**src/rtl/seg_pkg.sv**
```systemverilog
package seg_pkg;

   typedef enum logic {
      SEG_DATA = 1'b0,
      SEG_CODE = 1'b1
   } seg_kind_e;

   function automatic int unsigned seg_max3(int unsigned a, int unsigned b, int unsigned c);
      int unsigned m;
      m = (a > b) ? a : b;
      return (m > c) ? m : c;
   endfunction

endpackage

```
**src/rtl/seg_regfile.sv**
```systemverilog
module seg_regfile
   import seg_pkg::*;
#(
   parameter int unsigned SEG_W = 16
) (
   input  logic             clk,
   input  logic             rst_n,
   input  logic             we,
   input  seg_kind_e        sel,
   input  logic [SEG_W-1:0] wdata,
   output logic [SEG_W-1:0] code_o,
   output logic [SEG_W-1:0] data_o
);

   localparam int unsigned NUM_SEG = 2;

   if (SEG_W < 1) begin : g_bad_width
      $error("seg_regfile: SEG_W must be at least 1");
   end

   logic [NUM_SEG-1:0][SEG_W-1:0] seg_q;

   always_ff @(posedge clk) begin
      if (!rst_n) begin
         seg_q <= '0;
      end else begin
         for (int k = 0; k < NUM_SEG; k++) begin
            if (we && (sel == seg_kind_e'(k))) begin
               seg_q[k] <= wdata;
            end
         end
      end
   end

   assign code_o = seg_q[SEG_CODE];
   assign data_o = seg_q[SEG_DATA];

   p_idle_keeps_r6: assert property (@(posedge clk) disable iff (!rst_n)
      !we |=> ($stable(code_o) && $stable(data_o)));

   p_code_wr_spares_data_r6: assert property (@(posedge clk) disable iff (!rst_n)
      (we && sel == SEG_CODE) |=> $stable(data_o));

   p_data_wr_spares_code_r6: assert property (@(posedge clk) disable iff (!rst_n)
      (we && sel == SEG_DATA) |=> $stable(code_o));

   p_load_value_r6: assert property (@(posedge clk) disable iff (!rst_n)
      we |=> ((($past(sel) == SEG_CODE) ? code_o : data_o) == $past(wdata)));

endmodule

```
**src/rtl/seg_select.sv**
```systemverilog
module seg_select
   import seg_pkg::*;
#(
   parameter int unsigned SEG_W = 16
) (
   input  logic             iaq,
   input  logic [SEG_W-1:0] code_i,
   input  logic [SEG_W-1:0] data_i,
   output logic [SEG_W-1:0] seg_o
);

   seg_kind_e kind;

   // Opcode fetches take the code segment; all else takes data.
   always_comb begin
      kind  = iaq ? SEG_CODE : SEG_DATA;
      seg_o = (kind == SEG_CODE) ? code_i : data_i;
   end

endmodule

```
**src/rtl/seg_adder.sv**
```systemverilog
module seg_adder
   import seg_pkg::*;
#(
   parameter int unsigned SEG_W     = 16,
   parameter int unsigned LOG_W     = 16,
   parameter int unsigned SEG_SHIFT = 4,
   parameter int unsigned PHYS_W    = 20,
   parameter bit          SPLIT_LOW = 1'b1
) (
   input  logic [SEG_W-1:0]  seg_i,
   input  logic [LOG_W-1:0]  laddr_i,
   output logic [PHYS_W-1:0] phys_o
);

   localparam int unsigned SUM_W = seg_max3(SEG_W + SEG_SHIFT, LOG_W, PHYS_W) + 1;
   localparam int unsigned UP_W  = PHYS_W - SEG_SHIFT;

   if (SEG_SHIFT == 0 || SEG_SHIFT >= LOG_W) begin : g_bad_shift
      $error("seg_adder: SEG_SHIFT must lie between 1 and LOG_W-1");
   end
   if (PHYS_W <= SEG_SHIFT || PHYS_W < LOG_W) begin : g_bad_phys
      $error("seg_adder: PHYS_W too small for LOG_W and SEG_SHIFT");
   end

   if (SPLIT_LOW) begin : g_split
      // Low bits never receive a segment contribution: only the upper slice adds.
      logic [UP_W-1:0] upper;
      always_comb begin
         upper  = UP_W'(seg_i) + UP_W'(laddr_i >> SEG_SHIFT);
         phys_o = {upper, laddr_i[SEG_SHIFT-1:0]};
      end
   end else begin : g_full
      logic [SUM_W-1:0] shifted;
      logic [SUM_W-1:0] sum;
      always_comb begin
         shifted = SUM_W'(seg_i) << SEG_SHIFT;
         sum     = shifted + SUM_W'(laddr_i);
         phys_o  = sum[PHYS_W-1:0];
      end
   end

endmodule

```
**src/rtl/seg_addr_ext.sv**
```systemverilog
module seg_addr_ext
   import seg_pkg::*;
#(
   parameter int unsigned SEG_W     = 16,
   parameter int unsigned LOG_W     = 16,
   parameter int unsigned SEG_SHIFT = 4,
   parameter int unsigned PHYS_W    = 20,
   parameter bit          SPLIT_LOW = 1'b1
) (
   input  logic              clk,
   input  logic              rst_n,
   input  logic              cfg_we,
   input  logic              cfg_sel,
   input  logic [SEG_W-1:0]  cfg_wdata,
   input  logic              bus_req,
   input  logic              bus_iaq,
   input  logic [LOG_W-1:0]  bus_laddr,
   output logic              phys_valid,
   output logic [PHYS_W-1:0] phys_addr
);

   if (PHYS_W > SEG_W + SEG_SHIFT + 1) begin : g_wide_phys
      $error("seg_addr_ext: PHYS_W wider than the sum can fill");
   end

   logic [SEG_W-1:0]  code_seg;
   logic [SEG_W-1:0]  data_seg;
   logic [SEG_W-1:0]  cur_seg;
   logic [PHYS_W-1:0] phys_d;
   logic              valid_q;
   logic [PHYS_W-1:0] phys_q;

   seg_regfile #(.SEG_W(SEG_W)) u_regs (
      .clk    (clk),
      .rst_n  (rst_n),
      .we     (cfg_we),
      .sel    (seg_kind_e'(cfg_sel)),
      .wdata  (cfg_wdata),
      .code_o (code_seg),
      .data_o (data_seg)
   );

   seg_select #(.SEG_W(SEG_W)) u_sel (
      .iaq    (bus_iaq),
      .code_i (code_seg),
      .data_i (data_seg),
      .seg_o  (cur_seg)
   );

   seg_adder #(
      .SEG_W     (SEG_W),
      .LOG_W     (LOG_W),
      .SEG_SHIFT (SEG_SHIFT),
      .PHYS_W    (PHYS_W),
      .SPLIT_LOW (SPLIT_LOW)
   ) u_add (
      .seg_i   (cur_seg),
      .laddr_i (bus_laddr),
      .phys_o  (phys_d)
   );

   // Segment registers feed the adder directly, so a write in this clock
   // lands only after the edge.
   always_ff @(posedge clk) begin
      if (!rst_n) begin
         valid_q <= 1'b0;
         phys_q  <= '0;
      end else begin
         valid_q <= bus_req;
         if (bus_req) begin
            phys_q <= phys_d;
         end
      end
   end

   assign phys_valid = valid_q;
   assign phys_addr  = phys_q;

   p_valid_after_req_r8: assert property (@(posedge clk) disable iff (!rst_n)
      bus_req |=> phys_valid);

   p_no_valid_idle_r8: assert property (@(posedge clk) disable iff (!rst_n)
      !bus_req |=> !phys_valid);

   p_hold_idle_r9: assert property (@(posedge clk) disable iff (!rst_n)
      !bus_req |=> $stable(phys_addr));

   p_low_digit_r2: assert property (@(posedge clk) disable iff (!rst_n)
      bus_req |=> (phys_addr[SEG_SHIFT-1:0] == $past(bus_laddr[SEG_SHIFT-1:0])));

endmodule

```
**config.mk**
```make
export PLATFORM = sky130hd
export DESIGN_NAME = seg_addr_ext
export DESIGN_NICKNAME = d
export VERILOG_FILES = /design/src/rtl/seg_pkg.sv /design/src/rtl/seg_regfile.sv /design/src/rtl/seg_select.sv /design/src/rtl/seg_adder.sv /design/src/rtl/seg_addr_ext.sv
export SDC_FILE = /design/constraint.sdc
export NUM_CORES = 1
export LEC_CHECK = 0
export BUFFER_PORTS_ARGS = -buffer_cell sky130_fd_sc_hd__buf_4
export CORE_MARGIN = 2
export CORE_UTILIZATION = 50
export DETAILED_ROUTE_END_ITERATION = 8
export PLACE_DENSITY = 0.74
export RECOVER_POWER = 25
export SYNTH_ARGS = -nofsm -noshare
export SYNTH_HDL_FRONTEND = slang
export SYNTH_SLANG_ARGS = --single-unit
```
**constraint.sdc**
```tcl
create_clock -name clk -period 3.15 [get_ports clk]
set_input_delay 0.315 -clock clk [delete_from_list [all_inputs] [get_ports clk]]
set_output_delay 0.315 -clock clk [all_outputs]
set_load 0.005 [all_outputs]
```
Word-level counts from Yosys, hierarchy flattened

Index checks and enable logic that the tools add are counted.

Div/mod/pow operators: 0
Shifts and indexed selects: 0
$mul: 0
Reductions and logical operators: 2
Bitwise gates (word level): 1
Equality and inequality tests: 0
Mux-type cells: 2
Add/subtract/negate cells: 1
Order comparisons: 0

Operator list:

| operator                | count |
|---|---|
| adder 16 x 12 -> 16 bit | 1 |
| 2-to-1 mux 16 bit       | 1 |
| logical AND 1 bit       | 2 |
| 2-to-1 mux 1 bit        | 1 |
| NOT 1 bit               | 1 |

Input port bits: 38
Memory bits (read-only): 0
Bits in latches: 0
Register bits: 53
Word-level logic and storage cells: 10
Memory bits (writable): 0
Memories: 0
Output and inout bits: 21

Longest topological paths before layout

Word-level depth: 3
Gate-level depth with buffers: 10
Depth with buffers taken out: 9

Cells and area by module

From an unflattened synthesis, not the netlist that was laid out.

Cells, all modules: 316
Area, all modules: 3119.2 um2

By module, submodules not included:

| module       | sequential area each (um2) | cells each | area each (um2) | instances |
|---|---|---|---|---|
| seg_regfile  | 640.6                      | 123        | 1238.7          | 1 |
| seg_adder    | 0.0                        | 108        | 820.8           | 1 |
| seg_addr_ext | 420.4                      | 67         | 810.8           | 1 |
| seg_select   | 0.0                        | 18         | 249.0           | 1 |

Worst setup path before layout

No wires, ideal clock.

Path kind: in2reg
Start point: in bus_iaq
End point: reg phys_q[16], in the netlist phys_addr[16]
Data required time: 3.077 ns
Arrival: 2.797 ns
Buffers on the path: 3
Setup slack: 0.280 ns
Library setup time: 0.073 ns
Stages on the path: 10
Cells stage by stage: clkbuf_1 > clkbuf_1 > mux2_2 > ha_1 > buf_6 > a211oi_1 > nor2_1 > or4b_4 > and2_4 > o211ai_2

Longest elaborated chain between the ends: 3

RTL lines:

| element                 | line               | RTL |
|---|---|---|
| from (decl)             | seg_addr_ext.sv:16 | `input logic bus_iaq,` |
| 2-to-1 mux 1 bit        | seg_select.sv:16   | `kind = iaq ? SEG_CODE : SEG_DATA;` |
| 2-to-1 mux 16 bit       | seg_select.sv:17   | `seg_o = (kind == SEG_CODE) ? code_i : data_i;` |
| adder 16 x 12 -> 16 bit | seg_adder.sv:29    | `upper = UP_W'(seg_i) + UP_W'(laddr_i >> SEG_SHIFT);` |
| to (signal assigned)    | seg_addr_ext.sv:71 | `phys_q <= phys_d;` |
| to (decl)               | seg_addr_ext.sv:31 | `logic [PHYS_W-1:0] phys_q;` |

No other way between the ends.
A chain may end at the register's enable or synchronous reset.

Worst setup path in the final report

Start point: in bus_iaq
End point: reg phys_q[18], in the netlist phys_addr[18]

The elaborated chain is that of the path after synthesis.

==> summary.md <==
| Metric | Value |
|---|---|
| Post-CTS sizing | 0 |
| Asr flop ratio synth | 0 |
| Total number of vias | 2566 |
| Clock Pin Slew Worst Setup and Hold Paths | 0.10 ns |
| Final worst path period share | 0.7530 |
| Vias in the first global route | 2300 |
| Pwr dens | 409.8 mW/mm^2 |
| Row count | 27 |
| CTS Sinks | 53 |
| Count of state elements after synthesis | 53 |
| GRT overflow | 0 |
| Worst r2r path cells | 9 |
| RSZ-0062 raised after global routing | false |
| Worst path bufs/invs | 2 |
| CTS tree | yes |
| End of the critical path | phys_addr[18] |
| Syn. warnings | 0 |
| Hold_sp | cfg_wdata[1] |
| Final setup viols | 0 |
| Slew Viols, Final | 0 |
| Final clock skew | 0.009402 ns |
| Initial core utilization | 0.5253 |
| Outcome | complete, no violations |
| IO buf count | 58 |
| FF-to-FF End | phys_addr[18] |
| CTS H-tree lvls | 2 |
| Die span in y | 80.52 um |
| Hold Path Class | input port to register |
| Reg2reg start | u_regs.code_o[0] |
| Startpoint Class | input port |
| CP required | 3.39 ns |
| Synth cell count leaders | nand2_1, dfxtp_1, a21boi_0 |
| WP data arrival | 2.61 ns |
| Top FF cell, synth | dfxtp_1 |
| Setup TNS | 0 ns |
| Fmax achieved | 421.6 MHz |
| Drt pass-1 iters | 6 |
| Largest net degree at the start of global routing | 55 |
| Syn nets | 397 |
| Layout fillers | 516 |
| Max_slew headroom | 0.3994 |
| Worst path cell trace | buf_4, mux2_2, ha_1, inv_1, fa_1, nor2b_4, o2111a_2, or4b_4, and2_4, o211ai_2 |
| Core Util, Final | 0.6240 |
| LEAKAGE | 1.479 nW |
| Clock Tree Buf Depth | 2 |
| Crit path capture type | register |
| Number of distinct library cells after synthesis | 51 |
| Syn Area/Cell | 8.462 sq um |
| Crit path max fanout | 20 |
| CP delay by family, top | simple AND/OR/NAND/NOR gates |
| Die area | 0.006483 sq mm |
| First-pass GRT wire length | 11170 um |
| Pwr Total | 1.425 mW |
| Hold-fix buffers at CTS | 0 |
| Clock Latency Late Sink | 0.31 ns |
| FF-to-FF setup slack | 0.81 ns |
| Synthesized area | 0.002928 sq mm |
| Synth area leaders | dfxtp_1, nand2_1, a21boi_0, mux2_2, ha_1 |
| Initial drt markers | 114 |
| Die Wd | 80.52 um |
| Core area | 0.005574 sq mm |
| WS Path Type | input port to register |
| Io pins | 59 |
| Actual slew at the worst max-slew pin | 0.9004 ns |
| Leading area contributor after synthesis | dfxtp_1 |
| Sequential area share after synthesis | 0.3624 |
| CTS buffer count | 5 |
| Max stage delay cell, worst path | or4b_4 |
| Synth Instances | 346 |
| Routed Antenna Nets | 0 |
| Final Hold Fails | 0 |
| Vias per inst | 5.506 |
| Clk root buf | clkbuf_8 |
| Post-route DRC | 0 |
| Tot GR Track Use | 0.2189 |
| Routed len/inst | 14.51 um |
| Hpwl dp | 4878 um |
| Fin nets | 444 |
| Slowest stage delay, CP | 0.54 ns |
| Max-Cap Viols | 0 |
| Most frequent cell after synthesis | nand2_1 |
| Max VDD drop | 0.0002224 V |
| Final Critical Period | 2.372 ns |
| Global placer's final weighted congestion | 0.9168 |
| Critical path depth | 10 |
| Area delta synth->final | 18.80% |
| Drt total wl | 6761 um |
| Initial antenna violation count | 0 |
| Post-CTS Setup Inserts | 0 |
| Critical Path Source | bus_iaq |
| Number of flops mapped to enable cells by yosys | 0 |
| Yosys top cell area share | 0.3624 |
| Number of diodes | 0 |
| Layout cells sized above 1 | 0.2386 |
[flip-flops by register name (all words and copies together), names as in the netlist]
signal and count:
phys_addr 20, phys_valid 1, u_regs.data_o 16, u_regs.code_o 16
[cells by family (layout without fill, tap and decap cells)]
logic type | Yosys count | count (layout) | synth area share
fa+ha+maj | 13 | 13 | 0.05812
buf+inv | 26 | 74 | 0.03590
simple gates | 143 | 143 | 0.2338
flops | 53 | 53 | 0.3624
mux | 23 | 23 | 0.08504
xor+xnor | 1 | 1 | 0.002992
compound gates | 87 | 87 | 0.2218
[area by class of cell]
cell class	count	area [sq um]	share of cell area
clock buffer	6	82.58	0.02374
clock inverter	2	17.52	0.005036
inverter	7	26.28	0.007554
multi-input combinational	267	1762	0.5065
sequential	53	1061	0.3050
tap	72	90.09	0.02590
timing repair buffer	59	439.2	0.1263
[cell usage in the layout, fill, tap and decap left out, drive strengths merged, types with 2 or more instances in the layout]
cell and n:
o211ai 6, a21oi 11, nand3 12, o21ba 3, o21ai 8, and3 4, nand3b 2, clkinv 3
dfxtp 53, o21a 4, nand4 5, nand2 79, a211oi 7, nor3b 2, or3 4, inv 6
nor3 7, a211o 2, mux2 15, ha 12, nor2b 11, clkbuf 7, and2 2, a21boi 34
mux2i 8, nor2 9, and3b 2, buf 58, a21o 2
[power by group]
part           switching, mW  internal [mW]
sequential            0.0202          0.708
combinational          0.142          0.139
clock                  0.233          0.183
total                  0.395           1.03
[metrics by stage]
| stage | setup WS (ns) | instance area (sq um) | instances | hold WS, ns |
|---|---|---|---|---|
| finish | 0.7781 | 3478 | 466 | 0.2600 |
| global route | 0.6504 | 3478 | 466 | 0.2606 |
| CTS | 0.7772 | 3482 | 466 | 0.2567 |
| detailed placement | 0.4554 | 3382 | 458 | 0.4507 |
| global placement | 0.4983 | 3382 | 458 | 0.4425 |
| floorplan | 0.2797 | 2928 | 346 | 0.4400 |
[worst min-delay path by stage]
stage | endpoint | slack (ns) | cells after the start
finish | u_regs.data_o[1] | 0.26 | 3
floorplan | u_regs.code_o[0] | 0.44 | 2
detailed placement | phys_addr[12] | 0.45 | 2
global placement | phys_addr[12] | 0.44 | 2
global route | u_regs.code_o[5] | 0.26 | 3
CTS | u_regs.code_o[6] | 0.26 | 3
[worst reg2reg max path: stages, from the launching register on]
cell	delay, ns
dfxtp_1	0.32
mux2_2	0.26
ha_1	0.20
inv_1	0.07
fa_1	0.22
nor2b_4	0.06
o2111a_2	0.28
or4b_4	0.54
and2_4	0.17
o211ai_2	0.14
[per-layer routing]
layer / routed length, um / track usage
met5: 0 / 0
met4: 59 / 0.05593
met3: 231 / 0.02809
met2: 3101 / 0.3458
met1: 3368 / 0.3146
Power figures use the tool's default switching activity.
